File: config.mk
export PLATFORM = sky130hd
export DESIGN_NAME = lrx_deframer
export DESIGN_NICKNAME = d
export VERILOG_FILES = /design/src/rtl/lrx_pkg.sv /design/src/rtl/lrx_edge.sv /design/src/rtl/lrx_asm.sv /design/src/rtl/lrx_wait.sv /design/src/rtl/lrx_deframer.sv
export SDC_FILE = /design/constraint.sdc
export NUM_CORES = 1
export LEC_CHECK = 0
export ABC_AREA = 1
export BUFFER_PORTS_ARGS = -buffer_cell sky130_fd_sc_hd__buf_2
export CELL_PAD_IN_SITES_DETAIL_PLACEMENT = 0
export CELL_PAD_IN_SITES_GLOBAL_PLACEMENT = 2
export CORE_MARGIN = 5
export CORE_UTILIZATION = 32
export CTS_CLUSTER_SIZE = 10
export DETAILED_ROUTE_END_ITERATION = 8
export PLACE_DENSITY_LB_ADDON = 0.1
export SETUP_SLACK_MARGIN = 0.5
export SYNTH_ARGS = -nofsm -noshare
export SYNTH_HDL_FRONTEND = slang
export SYNTH_SLANG_ARGS = --single-unit
File: constraint.sdc
create_clock -name clk -period 2.46 [get_ports clk]
set_input_delay 0.123 -clock clk [delete_from_list [all_inputs] [get_ports clk]]
set_output_delay 0.123 -clock clk [all_outputs]
set_load 0.01 [all_outputs]
File: src/rtl/lrx_pkg.sv
`timescale 1ns/1ps
package lrx_pkg;
    localparam int LANE_W     = 8;
    localparam int WORD_W     = 32;
    localparam int WORD_BYTES = WORD_W / LANE_W;
    localparam int IDX_W      = 4;
    localparam int DST_FIRST  = 1;
    localparam int DATA_FIRST = DST_FIRST + WORD_BYTES;
    localparam int SRC_FIRST  = DATA_FIRST + WORD_BYTES;
    localparam int SHORT_LAST = SRC_FIRST - 1;
    localparam int LONG_LAST  = SRC_FIRST + WORD_BYTES - 1;
    localparam logic [1:0] SIZE_DBL = 2'b11;
    localparam int N_KINDS    = 2;

    typedef struct packed {
        logic [WORD_W-1:0] src;
        logic [WORD_W-1:0] data;
        logic [WORD_W-1:0] dst;
        logic [3:0]        ctrl;
        logic [1:0]        size;
        logic              wr;
        logic              access;
    } pkt_t;

    typedef struct packed {
        logic              busy;
        logic              strm;
        logic [IDX_W-1:0]  idx;
        logic [IDX_W-1:0]  last;
        logic [3:0]        ctrl;
        logic [1:0]        size;
        logic              wr;
        logic [WORD_W-1:0] dst;
        logic [WORD_W-1:0] data;
        logic [WORD_W-1:0] src;
        logic              vld;
    } asm_t;
endpackage

File: src/rtl/lrx_edge.sv
`timescale 1ns/1ps
module lrx_edge (
    input  logic clk,
    input  logic rst_n,
    input  logic frame_i,
    output logic rise_o
);
    logic prev_d, prev_q;

    always_comb begin
        prev_d = frame_i;
    end

    always_ff @(posedge clk or negedge rst_n) begin
        if (!rst_n) prev_q <= 1'b1;
        else        prev_q <= prev_d;
    end

    assign rise_o = frame_i & ~prev_q;
endmodule

File: src/rtl/lrx_asm.sv
`timescale 1ns/1ps
module lrx_asm
    import lrx_pkg::*;
(
    input  logic              clk,
    input  logic              rst_n,
    input  logic              en_i,
    input  logic              frame_i,
    input  logic              start_i,
    input  logic [LANE_W-1:0] byte_i,
    output logic              vld_o,
    output pkt_t              pkt_o
);
    asm_t st_d, st_q;

    always_comb begin
        st_d     = st_q;
        st_d.vld = 1'b0;
        if (!en_i) begin
            st_d.busy = 1'b0;
            st_d.strm = 1'b0;
        end else if (!st_q.busy) begin
            if (start_i) begin
                st_d.busy = 1'b1;
                st_d.strm = 1'b0;
                st_d.ctrl = byte_i[7:4];
                st_d.size = byte_i[3:2];
                st_d.wr   = byte_i[1];
                st_d.last = (byte_i[1] && byte_i[3:2] == SIZE_DBL)
                            ? IDX_W'(LONG_LAST) : IDX_W'(SHORT_LAST);
                st_d.idx  = IDX_W'(DST_FIRST);
                st_d.dst  = '0;
                st_d.data = '0;
                st_d.src  = '0;
            end
        end else if (!frame_i) begin
            st_d.busy = 1'b0;
            st_d.strm = 1'b0;
        end else begin
            if (st_q.strm) begin
                st_d.dst  = st_q.dst + (WORD_W'(1) << st_q.size);
                st_d.data = '0;
                st_d.src  = '0;
                st_d.strm = 1'b0;
            end
            for (int k = 0; k < WORD_BYTES; k++) begin
                if (st_q.idx == IDX_W'(DST_FIRST + k))
                    st_d.dst[WORD_W-LANE_W*(k+1) +: LANE_W] = byte_i;
                if (st_q.idx == IDX_W'(DATA_FIRST + k))
                    st_d.data[WORD_W-LANE_W*(k+1) +: LANE_W] = byte_i;
                if (st_q.idx == IDX_W'(SRC_FIRST + k))
                    st_d.src[WORD_W-LANE_W*(k+1) +: LANE_W] = byte_i;
            end
            if (st_q.idx == st_q.last) begin
                st_d.vld  = 1'b1;
                st_d.idx  = IDX_W'(DATA_FIRST);
                st_d.strm = 1'b1;
            end else begin
                st_d.idx  = st_q.idx + 1'b1;
            end
        end
    end

    always_ff @(posedge clk or negedge rst_n) begin
        if (!rst_n) st_q <= '0;
        else        st_q <= st_d;
    end

    assign vld_o = st_q.vld;
    always_comb begin
        pkt_o.src    = st_q.src;
        pkt_o.data   = st_q.data;
        pkt_o.dst    = st_q.dst;
        pkt_o.ctrl   = st_q.ctrl;
        pkt_o.size   = st_q.size;
        pkt_o.wr     = st_q.wr;
        pkt_o.access = st_q.vld;
    end

    // a record is never presented on two cycles in a row
    a_r4_single_cycle: assert property (@(posedge clk) disable iff (!rst_n)
        st_q.vld |=> !st_q.vld);
    // a disabled receiver emits nothing on the next cycle
    a_r11_disabled_quiet: assert property (@(posedge clk) disable iff (!rst_n)
        !en_i |=> !st_q.vld);
    // a strobe drop during a transaction yields no record
    a_r7_drop_quiet: assert property (@(posedge clk) disable iff (!rst_n)
        (st_q.busy && !frame_i) |=> !st_q.vld);
    // short transactions report a zero source field
    a_r3_short_src: assert property (@(posedge clk) disable iff (!rst_n)
        (st_q.vld && st_q.last == IDX_W'(SHORT_LAST)) |-> (pkt_o.src == '0));
endmodule

File: src/rtl/lrx_wait.sv
`timescale 1ns/1ps
module lrx_wait (
    input  logic clk,
    input  logic rst_n,
    input  logic hit_i,
    input  logic afull_i,
    output logic wait_o
);
    logic wait_d, wait_q;

    always_comb begin
        wait_d = afull_i ? (wait_q | hit_i) : 1'b0;
    end

    always_ff @(posedge clk or negedge rst_n) begin
        if (!rst_n) wait_q <= 1'b0;
        else        wait_q <= wait_d;
    end

    assign wait_o = wait_q;

    // a wait output rises only right after a matching finished record
    a_r8_rise_cause: assert property (@(posedge clk) disable iff (!rst_n)
        $rose(wait_q) |-> $past(hit_i));
    // a cleared almost-full releases the wait on the next edge
    a_r9_release: assert property (@(posedge clk) disable iff (!rst_n)
        !afull_i |=> !wait_q);
    // the wait holds while almost-full stays high
    a_r9_hold: assert property (@(posedge clk) disable iff (!rst_n)
        (wait_q && afull_i) |=> wait_q);
endmodule

File: src/rtl/lrx_deframer.sv
`timescale 1ns/1ps
module lrx_deframer
    import lrx_pkg::*;
(
    input  logic                       clk,
    input  logic                       rst_n,
    input  logic                       rx_en,
    input  logic                       rx_frame,
    input  logic [LANE_W-1:0]          rx_byte,
    input  logic                       rd_almost_full,
    input  logic                       wr_almost_full,
    output logic                       pkt_valid,
    output logic [$bits(pkt_t)-1:0]    pkt_data,
    output logic                       rd_wait,
    output logic                       wr_wait
);
    logic start;
    logic vld;
    pkt_t pkt;
    logic [N_KINDS-1:0] hit, afull, wt;

    lrx_edge i_edge (
        .clk     (clk),
        .rst_n   (rst_n),
        .frame_i (rx_frame),
        .rise_o  (start)
    );

    lrx_asm i_asm (
        .clk     (clk),
        .rst_n   (rst_n),
        .en_i    (rx_en),
        .frame_i (rx_frame),
        .start_i (start),
        .byte_i  (rx_byte),
        .vld_o   (vld),
        .pkt_o   (pkt)
    );

    // index 0 serves reads, index 1 serves writes
    assign hit[0]   = vld & ~pkt.wr;
    assign hit[1]   = vld &  pkt.wr;
    assign afull[0] = rd_almost_full;
    assign afull[1] = wr_almost_full;

    for (genvar g = 0; g < N_KINDS; g++) begin : g_wait
        lrx_wait i_wait (
            .clk     (clk),
            .rst_n   (rst_n),
            .hit_i   (hit[g]),
            .afull_i (afull[g]),
            .wait_o  (wt[g])
        );
    end

    assign pkt_valid = vld;
    assign pkt_data  = pkt;
    assign rd_wait   = wt[0];
    assign wr_wait   = wt[1];
endmodule

==> metrics.md <==
| Metric | Value |
|---|---|
| Final setup fails | 0 |
| Most common cell after layout, fill and taps aside | nand2_1 |
| Die W | 154 µm |
| Cts bufs inserted | 17 |
| Drt pass-1 iters | 4 |
| Minimum clock period | 2.10 ns |
| Die H | 154 µm |
| Busiest grt layer | met2 |
| Worst Skew | 0.00704 ns |
| Switching Fraction | between 20% and 30% |
| Top_reg_cell synth | dfrtp_1 |
| Clock Power Share | 48.8% |
| Clock root buffer | clkbuf_16 |
| Leak | roughly 3.9 nW |
| Worst slew pin tran | 0.580 ns |
| Aggregate global routing overflow | 0 |
| Initial antenna violation count | 0 |
| Critical path data arrival time | 2.41 ns |
| Pin count of the biggest net entering global routing | 61 |
| Met3 global-route usage | between 3 and 4% |
| Clock sinks | 115 |
| FP Rows | 52 |
| Number of synthesized flops with an enable pin | 0 |
| Crit-path cells | nor2_2 -> ha_2 -> inv_2 -> fa_2 -> o21ai_4 -> buf_4 -> nand2_4 -> nor2_4 -> nand3_1 -> nand2_1 -> nand2_1 -> nand2_1 -> nand2_1 |
| Vias | between 5000 and 6000 |
| Min-delay worst type | in2reg |
| FMAX | around 480 MHz |
| Type of origin of the critical path | flop |
| DRC | 0 |
| Die area | 23700 µm² |
| CTS tree | yes |
| #FFs+latches synth | around 120 |
| Most frequent cells in the layout | nand2_1, buf_2, dfrtp_1 |
| Area growth from synthesis to layout | 18.4% |
| Dpl ws | 0.219 ns |
| Synth Net Count | between 800 and 900 |
| Cell repeated most along the worst path | nand2_1 |
| Yosys warnings | 0 |
| Worst-case clock buffer depth | 2 |
| WL final | 21000 µm |
| Slowest stage delay, CP | 0.40 ns |
| CP Max Fanout | 4 |
| 1st-iter DRT viols | 360 |
| Sequential share of power | 39.0% |
| Vias in the first global route | 5650 |
| Type of the worst setup path | reg2reg |
| GRT Util Overall | 17.5% |
| Synth async-reset ratio | 100% |
| N_diodes | 0 |
| Final Net Count | 942 |
| Sequential element share of the synthesized area | 43.5% |
| Final setup margin | 0.361 ns |
| Core area | 20300 µm² |
| Setup_tns | 0 ns |
| RSZ-0062 raised after global routing | yes |
| PwrDens | 658 nW/µm² |
| Fin. Hold Viols | 0 |
| Routability cong. | 0.871 |
| Post-DP HPWL | ~15000 µm |
| Remaining antenna violation count | 0 |
| Syn Area/Cell | 7.66 µm² |
| Final period utilization | a little under nine tenths |
| Yosys cell types | 41 |
| Vias per std cell | between 4 and 5 |
| Final slew viol count | 0 |
| Hold_ws | 0.0623 ns |
| Combinational power share | 12.2% |
| Global-route wire length before repair | 32300 µm |
| Status | complete, no violations |
| Clk_lat worst skew | just over 0.4 ns |
| Pint | 0.00367 W |
| Maximum VDD drop | 0.000510 V |
| Starting Density | 32.6% |
| Slowest CP cell | dfrtp_1 |
| CP endpoint kind | flop |
| Grt met1 use | 21.9% |
| Clock transition at path regs | roughly 0.06 ns |
| Cell area after synthesis | 6620 µm² |
| H-tree depth | 4 |
| Boundary Pins | 121 |
| Critical Path RT | 2.77 ns |
| Met2 Usage GRT | 30.9% |
| Max-slew headroom | 61.1% |
| Routed wire per std cell | ~17 µm |
| Max_cap viols | 0 |
| Gate count after technology mapping | approximately 860 |
| Tot Pwr | 0.00515 W |
| Psw | 0.00148 W |
| Share of layout cells above drive strength 1 | 26.0% |
| Port bufs | between 100 and 150 |
[final cells by class]
type                       instances  area, µm²
sequential                       115       2880
tap                              270        338
multi-input combinational        561       2900
timing repair inverter             1       7.51
clock inverter                    15        170
timing repair buffer             144        818
inverter                          79        303
fill                            2218      12500
clock buffer                      17        425
[critical path: cells and delay by family, from the launching register on]
kind	cells	cell delay, ns
flops	1	0.40
buf+inv	2	0.18
simple gates	8	0.62
compound gates	1	0.19
fa+ha+maj	2	0.60
[metal layers]
layer / share of wire, % / wire length, µm
met3: 4.0 / 839
met4: 1.1 / 240
met1: 44 / 9170
met5: 0 / 0
met2: 51 / 10800
[worst paths after layout]
path | cells after the start | slack (ns) | from | to
min | 3 | 0.06 | rx_byte[6] | i_asm.pkt_o[14]
max in group asynchronous | 3 | 1.49 | rst_n | i_asm.pkt_o[55]
min reg2reg | 2 | 0.48 | i_asm.pkt_o[72] | i_asm.pkt_o[72]
min in group asynchronous | 2 | 0.24 | rst_n | i_asm.pkt_o[17]
max | 13 | 0.36 | i_asm.pkt_o[3] | i_asm.pkt_o[36]
max reg2reg | 13 | 0.36 | i_asm.pkt_o[3] | i_asm.pkt_o[36]
[cell usage after synthesis (all sizes together) (2+ instances only)]
cell type	n	share of area [%]
o211ai	6	0.68
inv	78	4.4
nand4	9	0.85
nor2	69	4.3
buf	107	12
o21ai	107	8.4
clkbuf	3	0.17
a21oi	30	2.7
dfrtp	114	43
nor3b	2	0.23
nand3	35	2.6
xor2	3	0.40
nand2	272	16
nand3b	4	0.45
o22ai	2	0.19
ha	8	1.5
or2	3	0.28
[registers in the layout (all words and copies together) (netlist names)]
register              count
g_wait.i_wait.wait_o      2
i_asm.pkt_o             103
i_asm.st_q                8
i_asm.vld_o               1
i_edge.prev_q             1
[what timing repair did]
action / in CTS / in global routing
setup endpoints to repair: 28 / 31
gates cloned: 0 / 2
setup buffers: 2 / 6
hold endpoints to repair: 33 / 0
hold buffers: 4 / 0
pin swaps: 4 / 26
gates resized for setup: 21 / 47
[per-stage QoR]
step / instances / util (%) / area, µm²
final: 1202 / 38.6 / 7840
after detailed placement: 1156 / 33.8 / 6850
after CTS: 1194 / 37.4 / 7580
after global placement: 1156 / 33.8 / 6850
after global routing: 1202 / 38.6 / 7840
after floorplan: 864 / - / 6620
[cell families after synthesis]
| logic type | share of synthesized area (%) |
|---|---|
| adders and majority gates | 1.81 |
| xor gates and xnor gates | 0.529 |
| buffers and inverters | 16.8 |
| AOI/OAI and AO/OA | 12.7 |
| and+or+nand+nor | 24.7 |
| DFF | 43.5 |
[power by group through the flow]
stage / sequential, W / clock (W) / combinational [W]
after global routing: 0.00201 / 0.00268 / 0.000709
after detailed placement: 0.00205 / 0 / 0.000575
after CTS: 0.00201 / 0.00258 / 0.000599
after floorplan: 0.00202 / 0 / 0.000387
final: 0.00201 / 0.00252 / 0.000630
after global placement: 0.00204 / 0 / 0.000571
Power figures use the tool's default switching activity.
